## src/rtl/spad_agu_pkg.sv

```systemverilog
// Shared constants and types for the strided scratchpad burst address generator.
// Assumes byte addressing and 16-byte quadwords.
package spad_agu_pkg;

    localparam int QW_SHIFT = 4;   // log2 of quadword size in bytes
    localparam int SKIP_LSB = 0;   // skip count position in the configuration word
    localparam int SKIP_W   = 8;
    localparam int XFER_LSB = 16;  // transfer count position in the configuration word
    localparam int XFER_W   = 8;

    typedef enum logic {
        AGU_IDLE = 1'b0,
        AGU_RUN  = 1'b1
    } agu_state_e;

endpackage

```

## src/rtl/spad_agu_len.sv

```systemverilog
// Burst length selector: picks the smaller of the captured transfer count and
// the remaining quadword count. A transfer count of zero means "all remaining".
// Assumes remaining is nonzero whenever the result is used.
module spad_agu_len #(
    parameter int QWC_W  = 16,
    parameter int XFER_W = 8
) (
    input  logic [QWC_W-1:0]  remaining,
    input  logic [XFER_W-1:0] xfer,
    output logic [QWC_W-1:0]  len
);

    logic [QWC_W-1:0] xfer_ext;

    // Widen the transfer count to the counter width for comparison.
    assign xfer_ext = QWC_W'(xfer);

    // Select the burst length.
    always_comb begin
        if ((xfer == '0) || (xfer_ext > remaining)) begin
            len = remaining;
        end else begin
            len = xfer_ext;
        end
    end

endmodule

```

## src/rtl/spad_agu_step.sv

```systemverilog
// Address stepper: computes both addresses of the next burst from the current
// burst. The main side skips a gap, and the scratchpad side packs bursts and
// wraps at its size. Assumes the scratchpad size is a power of two, given here
// as an address width.
module spad_agu_step #(
    parameter int MADDR_W = 32,
    parameter int SADDR_W = 14,
    parameter int QWC_W   = 16,
    parameter int SKIP_W  = 8
) (
    input  logic [MADDR_W-1:0] maddr,
    input  logic [SADDR_W-1:0] saddr,
    input  logic [QWC_W-1:0]   len,
    input  logic [SKIP_W-1:0]  skip,
    output logic [MADDR_W-1:0] next_maddr,
    output logic [SADDR_W-1:0] next_saddr
);

    import spad_agu_pkg::*;

    localparam int LBYTE_W = QWC_W + QW_SHIFT;

    logic [MADDR_W-1:0] m_stride_qw;
    logic [LBYTE_W-1:0] len_bytes;

    // Main-side stride in quadwords: skip plus the burst just sent.
    assign m_stride_qw = MADDR_W'(skip) + MADDR_W'(len);

    // Scratchpad-side advance in bytes.
    assign len_bytes = {len, {QW_SHIFT{1'b0}}};

    // Form both next addresses; the scratchpad sum wraps by truncation.
    always_comb begin
        next_maddr = maddr + (m_stride_qw << QW_SHIFT);
        next_saddr = saddr + len_bytes[SADDR_W-1:0];
    end

endmodule

```

## src/rtl/spad_stride_agu.sv

```systemverilog
// Strided scratchpad burst address generator (top).
// Accepts one command while idle, captures the configuration fields, and
// presents bursts over valid/ready until the count is used up, then pulses done.
// Assumes the consumer holds no expectation of bursts after done.
module spad_stride_agu #(
    parameter int MADDR_W    = 32,
    parameter int SPAD_BYTES = 16384,
    parameter int QWC_W      = 16,
    parameter int CFG_W      = 32,
    localparam int SADDR_W   = $clog2(SPAD_BYTES)
) (
    input  logic               clk,
    input  logic               rst_n,
    input  logic               start_valid,
    input  logic [MADDR_W-1:0] start_maddr,
    input  logic [SADDR_W-1:0] start_saddr,
    input  logic [QWC_W-1:0]   start_qwc,
    input  logic [CFG_W-1:0]   cfg_word,
    output logic               busy,
    output logic               req_valid,
    input  logic               req_ready,
    output logic [MADDR_W-1:0] req_maddr,
    output logic [SADDR_W-1:0] req_saddr,
    output logic [QWC_W-1:0]   req_len,
    output logic               done
);

    import spad_agu_pkg::*;

    agu_state_e         state_q;
    logic [MADDR_W-1:0] maddr_q;
    logic [SADDR_W-1:0] saddr_q;
    logic [QWC_W-1:0]   rem_q;
    logic [SKIP_W-1:0]  skip_q;
    logic [XFER_W-1:0]  xfer_q;
    logic               done_q;

    logic [QWC_W-1:0]   len_w;
    logic [MADDR_W-1:0] next_maddr_w;
    logic [SADDR_W-1:0] next_saddr_w;
    logic               fire_w;
    logic               last_w;
    logic               accept_w;

    // Burst length for the current request.
    spad_agu_len #(
        .QWC_W (QWC_W),
        .XFER_W(XFER_W)
    ) u_len (
        .remaining(rem_q),
        .xfer     (xfer_q),
        .len      (len_w)
    );

    // Addresses for the request after this one.
    spad_agu_step #(
        .MADDR_W(MADDR_W),
        .SADDR_W(SADDR_W),
        .QWC_W  (QWC_W),
        .SKIP_W (SKIP_W)
    ) u_step (
        .maddr     (maddr_q),
        .saddr     (saddr_q),
        .len       (len_w),
        .skip      (skip_q),
        .next_maddr(next_maddr_w),
        .next_saddr(next_saddr_w)
    );

    // Handshake and command-acceptance terms.
    assign fire_w   = (state_q == AGU_RUN) && req_ready;
    assign last_w   = (rem_q == len_w);
    assign accept_w = (state_q == AGU_IDLE) && start_valid;

    // Sequencer: command capture, burst stepping and completion pulse.
    always_ff @(posedge clk) begin
        if (!rst_n) begin
            state_q <= AGU_IDLE;
            maddr_q <= '0;
            saddr_q <= '0;
            rem_q   <= '0;
            skip_q  <= '0;
            xfer_q  <= '0;
            done_q  <= 1'b0;
        end else begin
            done_q <= 1'b0;
            if (accept_w) begin
                if (start_qwc == '0) begin
                    done_q <= 1'b1;
                end else begin
                    state_q <= AGU_RUN;
                    maddr_q <= start_maddr;
                    saddr_q <= start_saddr;
                    rem_q   <= start_qwc;
                    skip_q  <= cfg_word[SKIP_LSB +: SKIP_W];
                    xfer_q  <= cfg_word[XFER_LSB +: XFER_W];
                end
            end else if (fire_w) begin
                maddr_q <= next_maddr_w;
                saddr_q <= next_saddr_w;
                rem_q   <= rem_q - len_w;
                if (last_w) begin
                    state_q <= AGU_IDLE;
                    done_q  <= 1'b1;
                end
            end
        end
    end

    // Drive outputs from the registered state.
    assign busy      = (state_q == AGU_RUN);
    assign req_valid = (state_q == AGU_RUN);
    assign req_maddr = maddr_q;
    assign req_saddr = saddr_q;
    assign req_len   = len_w;
    assign done      = done_q;

endmodule

```

## config.mk

```make
export PLATFORM = sky130hd
export DESIGN_NAME = spad_stride_agu
export DESIGN_NICKNAME = d
export VERILOG_FILES = /design/src/rtl/spad_agu_pkg.sv /design/src/rtl/spad_agu_len.sv /design/src/rtl/spad_agu_step.sv /design/src/rtl/spad_stride_agu.sv
export SDC_FILE = /design/constraint.sdc
export NUM_CORES = 1
export LEC_CHECK = 0
export BUFFER_PORTS_ARGS = -buffer_cell sky130_fd_sc_hd__buf_2
export CORE_MARGIN = 10
export CORE_UTILIZATION = 45
export DETAILED_ROUTE_END_ITERATION = 7
export PLACE_DENSITY = 0.7
export RECOVER_POWER = 50
export SLEW_MARGIN = 20
export SYNTH_ARGS = -nofsm -noshare
export SYNTH_HDL_FRONTEND = slang
export SYNTH_SLANG_ARGS = --single-unit
export TNS_END_PERCENT = 50
```

## constraint.sdc

```tcl
create_clock -name clk -period 11.4 [get_ports clk]
set_input_delay 2.28 -clock clk [delete_from_list [all_inputs] [get_ports clk]]
set_output_delay 2.28 -clock clk [all_outputs]
set_load 0.01 [all_outputs]
```

==> flow_summary.json, run 1 <==
{
  "worstReg2RegEnd": "req_maddr[30]",
  "gp_congestion": 0.9041,
  "timing.fmax_mhz": 148.7,
  "r2r-start": "rem_q[8]",
  "cp_cell_sequence": "or4_4 -> or3_1 -> o41ai_4 -> o21ai_2 -> o21ai_0 -> ha_1 -> a21o_1 -> a2111oi_0 -> o31ai_1 -> nand2_1 -> xor2_1 -> nor2_1 -> ha_1 -> nand3_1 -> a2111oi_0 -> a22oi_1 -> a31o_2 -> nor2_1 -> a31oi_1 -> a31o_2",
  "clk_latency_ns": 0.35,
  "remaining_drc_errors": 0,
  "reg2reg_slack_ns": 4.68,
  "seq_power_share": 0.301,
  "start_kind": "flip-flop",
  "cap_violations": 1,
  "yosys-top-cells-area": "dfxtp_1, ha_1, nand2_1",
  "grt_pass1_vias": 5994,
  "overflow": 0,
  "clk_path_buf_depth": 2,
  "port_buffers": 146,
  "cts_tree": "done",
  "synth_top_area_frac": 0.2602,
  "reg2reg_depth": 20,
  "rsz0062_at_grt": "no",
  "status": "complete, but fails checks",
  "synth_area_leader_cell": "dfxtp_1",
  "worstSetupEndpointType": "flip-flop",
  "finalCritPeriodShare": 0.5898,
  "ys_seq_area_frac": 0.2602,
  "synth_edf_count": 0,
  "power.share.clock": 0.272,
  "yosys_warnings": 0,
  "ys_seq_elements": 80,
  "ctsHoldBuffers": 0,
  "synthDistinctLibCells": 63,
  "layout-drive-gt1-share": 0.1352,
  "comb_power_share": 0.427,
  "min_path_type": "reg -> reg",
  "cp-startpoint": "rem_q[8]",
  "antenna_found_initial": 1,
  "cp_slowest_cell": "a2111oi_0",
  "fin_crit_ns": 6.724,
  "avgSynthCellArea_um2": 7.471,
  "synth.cell_area_mm2": 0.006156,
  "hold_depth": 2,
  "leakagePower_uw": 0.003172,
  "stdcell_count": 1124,
  "post-dp-hpwl_um": 14300,
  "violations": "max-capacitance violations, max-slew violations",
  "critical_path_required_ns": 11.64,
  "dp.cells": 1107,
  "critical_path_buf_inv_count": 0,
  "slew_headroom": -0.2269,
  "switching_share": 0.3922,
  "cts_resized": 0,
  "switchingPower_uw": 452.7,
  "grtUsageTotal": 0.2012,
  "worst_slew_pin_slew_ns": 1.840,
  "areaGrowthSynthToFinish_pct": 17.66,
  "multi_input_area_mm2": 0.004264,
  "p_int_uw": 701.6,
  "whs_endpoint": "req_maddr[0]",
  "post-cts-setup-buffers": 0,
  "synthArstFlopShare": 0,
  "final_antenna_net_count": 0,
  "via_per_inst": 5.760,
  "cp_max_fo": 11,
  "ir_worst_vdd_mv": 0.09284,
  "clock_sinks": 80,
  "row_count": 42,
  "skew_ns": 0.008426,
  "slew_violations": 37,
  "cts_made_buffers": 9,
  "slowest_delay_ns": 0.67,
  "die_h_um": 137.0,
  "cp_top_family": "compound AO/OA/AOI/OAI gates",
  "die_area_mm2": 0.01876,
  "fill_cells": 1376,
  "clk_pin_slew_ns": 0.06,
  "vias": 6474,
  "path_class": "reg -> reg",
  "drt-initial-drc-count": 430,
  "final_nets": 1096,
  "hp-start": "req_maddr[0]",
  "final-setup-viol-count": 0,
  "drt-wirelength-per-cell_um": 17.32,
  "clockRootBuffer": "clkbuf_16",
  "num_io_pins": 163,
  "syn_nets": 978,
  "grt_pass1_wl_um": 30620,
  "postSynthCellCount": 824,
  "synth_ff_type": "dfxtp_1",
  "hold_viol_final": 0,
  "tns_ns": 0,
  "initial_core_util": 0.4612,
  "regArea_mm2": 0.001602,
  "grt_max_degree": 77,
  "power_density_mw_per_mm2": 159.4,
  "coreArea_mm2": 0.01335,
  "cts_htree_levels": 3,
  "arrival_ns": 6.96,
  "routed_wl_um": 19470,
  "firstDrtPassIters": 5,
  "fp.dieW_um": 137.0
}
-- cells by family after synthesis --
group           synth area share
flops                     0.2602
simple gates              0.2252
fa+ha+maj                 0.1187
compound gates            0.2951
buf+inv                  0.04959
xor+xnor                 0.05122
-- final cells by class --
type	instances	share of cell area
tap	176	0.03040
sequential	80	0.2211
clock buffer	11	0.03213
multi-input combinational	666	0.5887
antenna	1	0.0003455
clock inverter	5	0.01123
timing repair buffer	155	0.1005
inverter	30	0.01555
-- worst reg2reg max path: cells and delay by family (launching register included) --
kind / cells / cell delay [ns]
flops: 1 / 0.41
xor+xnor: 1 / 0.15
compound gates: 11 / 3.59
fa+ha+maj: 2 / 0.83
simple gates: 6 / 1.67
-- worst max path at each step --
| stage | to | slack [ns] | cells past startpoint |
|---|---|---|---|
| floorplan | req_maddr[24] | 4.95 | 24 |
| global placement | req_maddr[30] | 4.80 | 20 |
| detailed placement | req_maddr[30] | 4.83 | 20 |
| CTS | req_maddr[30] | 4.78 | 20 |
| global route | req_maddr[30] | 4.13 | 20 |
| finish | req_maddr[30] | 4.68 | 20 |
-- layout by cell type, fill, tap and decap left out, types with 10 or more instances in the layout --
cell      count
buf_2        93
nor2_1       48
nor3_1       18
o21ai_0      51
dfxtp_1      80
xnor2_1      23
and2_1       10
inv_1        30
a21o_1       13
a21boi_0     23
o211ai_1     19
xor2_1       13
a31oi_1      13
nand3_1      24
and3_1       17
clkbuf_1     56
nand2_1     133
a211oi_1     10
nand4_1      10
ha_1         52
a21oi_1      78
-- through the flow --
step                      hold WS, ns    util  power, uW  worst slack (ns)  instance area (um2)
final                          0.4550  0.5427       1154             4.676                 7243
after global routing           0.4721  0.5425       1234             4.126                 7241
after CTS                      0.4521  0.5473       1162             4.779                 7306
after floorplan                0.4478       -      710.2             4.949                 6156
after global placement         0.4425  0.5238      839.4             4.804                 6992
after detailed placement       0.4439  0.5238      843.8             4.833                 6992
-- sequential cells by signal, indices dropped and copies added (netlist names) --
register / cells
xfer_q: 8
req_saddr: 14
req_maddr: 32
skip_q: 8
done: 1
busy: 1
rem_q: 16
-- synthesized netlist by cell type, types with 5 or more instances --
library cell,number
inv_1,30
a211oi_1,10
nand4_1,10
a31oi_1,13
a21o_1,13
clkbuf_1,43
o21a_1,5
nor2_1,48
and2_1,10
a21oi_1,78
ha_1,52
nor4_1,8
nor3_1,18
nor2b_1,9
o211ai_1,19
nand2_1,134
xor2_1,13
xnor2_1,23
o21ai_0,51
dfxtp_1,80
nand2b_1,7
or3_1,5
nand3_1,24
a22o_1,5
o211a_1,9
a21boi_0,23
and3_1,17
-- metal layers --
| layer | wire length [um] | GRT usage | up-vias |
|---|---|---|---|
| met5 | 0 | 0 | - |
| met4 | 249 | 0.05094 | 0 |
| met3 | 1443 | 0.05572 | 12 |
| li1 | - | - | 3241 |
| met1 | 8562 | 0.2509 | 3017 |
| met2 | 9210 | 0.3342 | 204 |
-- power by group through the flow --
stage | Clock [uW] | Sequential (uW) | Combinational (uW)
finish | 314 | 347 | 493
floorplan | 0 | 346 | 364
global placement | 0 | 352 | 487
global route | 331 | 352 | 551
CTS | 320 | 346 | 495
detailed placement | 0 | 352 | 491
Power figures use the tool's default switching activity.
==> inputs of run 2 (changes only) <==
- clock period: 11.4 -> 6.3 ns (I/O delays scaled with it)
==> run 2 against run 1 <==
  * The run still ends with max-capacitance violations, max-slew violations left
  * Maximum frequency up 12%
  * Sequential power up 79%
  * First-iteration DRC count grew 1.6%
  * Combinational power rose by 87%
  * Critical path depth is 1 higher
  * Clock skew about the same
  * Worst setup slack lost 4.4 ns
  * Clock power increased by 53%
  * Wire length up 2.2%
==> flow_summary.json, run 2 (synthesis results as in run 1) <==
{
  "rsz0062_at_grt": "no",
  "initial_core_util": 0.4612,
  "clockRootBuffer": "clkbuf_16",
  "grt_pass1_wl_um": 31570,
  "antenna_found_initial": 1,
  "worst_slew_pin_slew_ns": 1.863,
  "slew_violations": 37,
  "hold_viol_final": 0,
  "arrival_ns": 6.23,
  "die_h_um": 137.0,
  "whs_endpoint": "req_saddr[0]",
  "port_buffers": 146,
  "whs_ns": 0.4559,
  "reg2reg_slack_ns": 0.31,
  "dp.cells": 1119,
  "layout-drive-gt1-share": 0.1482,
  "num_io_pins": 163,
  "areaGrowthSynthToFinish_pct": 18.39,
  "final_cell_mix": "nand2_1, buf_2, dfxtp_1",
  "path_class": "reg -> reg",
  "final_antenna_net_count": 0,
  "leakagePower_uw": 0.003209,
  "r2r-start": "rem_q[8]",
  "finalCritPeriodShare": 0.9507,
  "coreArea_mm2": 0.01335,
  "die_area_mm2": 0.01876,
  "vias": 6575,
  "status": "complete, but fails checks",
  "post-dp-hpwl_um": 14760,
  "stdcell_count": 1135,
  "routed_wl_um": 19890,
  "via_per_inst": 5.793,
  "largest_reg_flops": 32,
  "fin_crit_ns": 5.989,
  "clk_latency_ns": 0.35,
  "final-setup-viol-count": 0,
  "clock_sinks": 80,
  "fill_cells": 1417,
  "ir_worst_vdd_mv": 0.1472,
  "remaining_drc_errors": 0,
  "final_nets": 1108,
  "clk_path_buf_depth": 2,
  "power_density_mw_per_mm2": 277.9,
  "drt-wirelength-per-cell_um": 17.53,
  "critical_path_required_ns": 6.54,
  "grt_pass1_vias": 6213,
  "cp_max_fo": 9,
  "cts_htree_levels": 3,
  "drt-initial-drc-count": 437,
  "hold_depth": 2,
  "cts_made_buffers": 9,
  "overflow": 0,
  "cts_tree": "done",
  "grt_max_degree": 68,
  "slew_headroom": -0.2422,
  "firstDrtPassIters": 7,
  "mostFrequentLayoutCell": "nand2_1",
  "timing.fmax_mhz": 167.0,
  "grtUsageTotal": 0.2069,
  "worstSetupEndpointType": "flip-flop",
  "ctsHoldBuffers": 0,
  "fp.dieW_um": 137.0,
  "start_kind": "flip-flop",
  "min_path_type": "reg -> reg",
  "regArea_mm2": 0.001602,
  "row_count": 42,
  "cap_violations": 1,
  "hp-start": "req_saddr[0]",
  "skew_ns": 0.008742,
  "worstReg2RegEnd": "req_maddr[31]",
  "tns_ns": 0,
  "violations": "max-capacitance violations, max-slew violations",
  "reg2reg_depth": 21,
  "clk_pin_slew_ns": 0.06,
  "multi_input_area_mm2": 0.004278,
  "gp_congestion": 0.8807
}
-- run 2: critical path, stage by stage, from the launching register on --
cell and delay [ns]:
dfxtp_1 0.31, or4_4 0.55, or3_1 0.47, or4_1 0.53, o21ai_0 0.18, o21ai_1 0.13, ha_1 0.30, a21o_1 0.18
a21o_1 0.22, a2111oi_1 0.46, buf_4 0.19, o31ai_2 0.11, nand2_1 0.09, xor2_1 0.14, nor2_1 0.07, ha_1 0.43
and3_1 0.25, nand2_1 0.08, o21ai_0 0.36, a41o_1 0.32, a21oi_1 0.09, a2111o_1 0.40
-- run 2: worst max path at each step --
stage | slack [ns] | depth (start not counted) | from | endpoint
CTS | 0.17 | 22 | rem_q[8] | req_maddr[30]
detailed placement | 0.21 | 22 | rem_q[8] | req_maddr[30]
global placement | 0.30 | 22 | rem_q[8] | req_maddr[30]
floorplan | 0.11 | 24 | rem_q[9] | req_maddr[24]
finish | 0.31 | 21 | rem_q[8] | req_maddr[31]
global route | 0.04 | 22 | rem_q[8] | req_maddr[30]
-- run 2: power breakdown --
| group | switching, uW | internal (uW) | leakage [uW] |
|---|---|---|---|
| logic | 548 | 376 | 0.00242 |
| registers | 59.9 | 562 | 0.000660 |
| clock network | 217 | 263 | 0.000125 |
| total | 825 | 1200 | 0.00321 |
-- run 2: area by class of cell --
cell class | instances | share of cell area
multi-input cells | 666 | 0.5870
flip-flops and latches | 80 | 0.2197
repair buffers | 167 | 0.1123
clock buffers | 11 | 0.03193
well taps | 176 | 0.03021
inverters | 30 | 0.01545
clock inverters | 4 | 0.003090
diodes | 1 | 0.0003433
-- run 2: metal layers --
metal	up-vias	routed length (um)	track usage
met2	208	9298	0.3430
met1	3064	8647	0.2536
met5	-	13	0
met3	31	1520	0.05242
met4	2	412	0.07319
li1	3270	-	-
-- run 2: stage by stage --
step / instance area (um2) / setup slack, ns / util / power (uW)
floorplan: 6156 / 0.1140 / - / 1285
global placement: 7082 / 0.2996 / 0.5306 / 1540
detailed placement: 7082 / 0.2095 / 0.5306 / 1549
CTS: 7337 / 0.1724 / 0.5497 / 2033
global route: 7286 / 0.03685 / 0.5458 / 2172
finish: 7288 / 0.3109 / 0.5460 / 2025
-- run 2: repair_timing --
action,CTS,global route
gates resized for setup,0,6
setup endpoints to repair,0,12
setup buffers,0,0
hold endpoints to repair,0,0
==> inputs of run 3 (changes only) <==
- BUFFER_PORTS_ARGS: -buffer_cell sky130_fd_sc_hd__buf_2 -> not set
- CORE_UTILIZATION: 45 -> 57
- DONT_BUFFER_PORTS: not set -> 1
- PLACE_DENSITY: 0.7 -> 0.72
==> run 3 against run 2 <==
  * Worst setup slack improved by 0.090 ns
  * First-iteration DRC count is 4.3% higher
  * Sequential cell count is the same
  * The run still ends with max-capacitance violations, max-slew violations left
  * Largest cell class unchanged
  * Highest routed layer is now met4
  * Via count fell by 6.4%
  * Clock-buffer cell count decreased by 2
==> flow_summary.json, run 3 (synthesis results as in run 1) <==
{
  "final_nets": 964,
  "tns_ns": 0,
  "switchingPower_uw": 813.6,
  "cts_resized": 0,
  "power.share.clock": 0.231,
  "num_io_pins": 163,
  "row_count": 37,
  "cts_htree_levels": 3,
  "ir_worst_vdd_mv": 0.1675,
  "port_buffers": 0,
  "grt_pass1_wl_um": 30640,
  "clk_path_buf_depth": 2,
  "die_h_um": 123.9,
  "slew_headroom": -0.1317,
  "die_area_mm2": 0.01536,
  "dp.cells": 935,
  "multi_input_area_mm2": 0.004283,
  "rsz0062_at_grt": "no",
  "mostFrequentLayoutCell": "nand2_1",
  "arrival_ns": 6.20,
  "routed_wl_um": 19690,
  "slowest_delay_ns": 0.53,
  "switching_share": 0.4184,
  "final_cell_mix": "nand2_1, dfxtp_1, a21oi_1",
  "critical_path_required_ns": 6.60,
  "cp_slowest_cell": "or4_4",
  "drt-initial-drc-count": 456,
  "via_per_inst": 6.472,
  "grtUsageTotal": 0.2492,
  "reg2reg_slack_ns": 0.40,
  "grt_max_degree": 77,
  "fill_cells": 975,
  "min_path_type": "reg -> reg",
  "clk_latency_ns": 0.37,
  "clockRootBuffer": "clkbuf_8",
  "global_route.usage.met1": 0.2943,
  "start_kind": "flip-flop",
  "hold_viol_final": 0,
  "drt-wirelength-per-cell_um": 20.71,
  "use_met2": 0.4209,
  "cap_violations": 1,
  "regArea_mm2": 0.001602,
  "antenna_found_initial": 0,
  "remaining_drc_errors": 0,
  "antennaDiodeCount": 0,
  "skew_ns": 0.01672,
  "final-setup-viol-count": 0,
  "fp.dieW_um": 123.9,
  "slew_violations": 37,
  "path_class": "reg -> reg",
  "violations": "max-capacitance violations, max-slew violations",
  "initial_core_util": 0.5910,
  "top_usage_layer": "met2",
  "clock_sinks": 80,
  "cp_cell_sequence": "or4_4 -> or3_1 -> or4_1 -> o21ai_0 -> o21ai_1 -> buf_4 -> fa_1 -> nand3_1 -> a21boi_0 -> o21ai_0 -> a21oi_2 -> and3_1 -> xnor2_1 -> nor2_1 -> ha_2 -> nand3_1 -> a2111oi_1 -> a22oi_1 -> a31o_2 -> or4_1 -> a31oi_1",
  "seq_power_share": 0.331,
  "leakagePower_uw": 0.002758,
  "comb_power_share": 0.437,
  "worst_slew_pin_slew_ns": 1.698,
  "post-dp-hpwl_um": 14730,
  "status": "complete, but fails checks",
  "largest_reg_flops": 32,
  "overflow": 0,
  "timing.fmax_mhz": 169.5,
  "stdcell_count": 951,
  "fin_crit_ns": 5.899,
  "areaGrowthSynthToFinish_pct": 6.606,
  "grt_pass1_vias": 5906,
  "clk_pin_slew_ns": 0.09,
  "ctsHoldBuffers": 0,
  "gp_congestion": 0.9535,
  "cts_tree": "done",
  "cp_max_fo": 7,
  "post-cts-setup-buffers": 0,
  "worstSetupEndpointType": "flip-flop",
  "firstDrtPassIters": 5,
  "cts_made_buffers": 9,
  "finalCritPeriodShare": 0.9364,
  "p_int_uw": 1131,
  "coreArea_mm2": 0.01042,
  "gr-usage-met3": 0.05928,
  "final_antenna_net_count": 0,
  "vias": 6155,
  "power_density_mw_per_mm2": 296.3,
  "layout-drive-gt1-share": 0.06871
}
[run 3: cell types whose count changed in the layout (fill, tap and decap cells not counted), moves of 2 or more]
cell,change
buf_2,-93
buf_4,+2
bufinv_16,+2
clkbuf_1,-55
clkbuf_16,-9
clkbuf_8,+9
clkinv_2,-3
clkinv_4,+2
inv_6,+2
[run 3: through the flow]
stage	hold slack [ns]	setup slack [ns]	area [um2]	power (uW)	util
2_1_floorplan	0.4478	0.1140	6156	1285	-
3_5_place_dp	0.4614	0.1460	6319	1486	0.6066
6_report	0.4731	0.4007	6563	1945	0.6300
4_1_cts	0.4743	0.1308	6545	1934	0.6283
3_3_place_gp	0.4604	0.2662	6319	1464	0.6066
5_1_grt	0.5025	0.05403	6563	2075	0.6300
[run 3: path summary, 6_finish.rpt]
path	startpoint	to	cells past startpoint
worst min-delay path	skip_q[4]	skip_q[4]	2
worst min register to register	skip_q[4]	skip_q[4]	2
worst max-delay path	rem_q[10]	req_maddr[24]	21
worst max register to register	rem_q[10]	req_maddr[24]	21
[run 3: final cells by class]
| class | count | share of cell area |
|---|---|---|
| Clock inverter | 7 | 0.01563 |
| Sequential cell | 80 | 0.2440 |
| Timing Repair Buffer | 23 | 0.02574 |
| Clock buffer | 9 | 0.01888 |
| Tap cell | 136 | 0.02593 |
| Multi-Input combinational cell | 666 | 0.6526 |
| Inverter | 30 | 0.01716 |
[run 3: power groups by stage]
stage | clock network, uW | logic [uW] | registers (uW)
2_1_floorplan | 0 | 659 | 626
3_3_place_gp | 0 | 809 | 655
3_5_place_dp | 0 | 829 | 657
4_1_cts | 452 | 837 | 645
5_1_grt | 472 | 950 | 653
6_report | 450 | 851 | 644
[run 3: routing by layer]
metal | vias to the layer above | wire [um] | share of wire
met4 | 0 | 752 | 0.038
li1 | 2964 | - | -
met2 | 254 | 9501 | 0.48
met1 | 2885 | 7942 | 0.40
met5 | - | 0 | 0
met3 | 52 | 1495 | 0.076
[run 3: critical path, delay by kind of cell (launching register included)]
family,cells,cell delay (ns)
flip-flops,1,0.38
buffers and inverters,1,0.21
adder cells (fa/ha/maj),2,0.86
AO/OA/AOI/OAI,9,1.84
AND/OR/NAND/NOR,8,2.38
XOR/XNOR,1,0.13
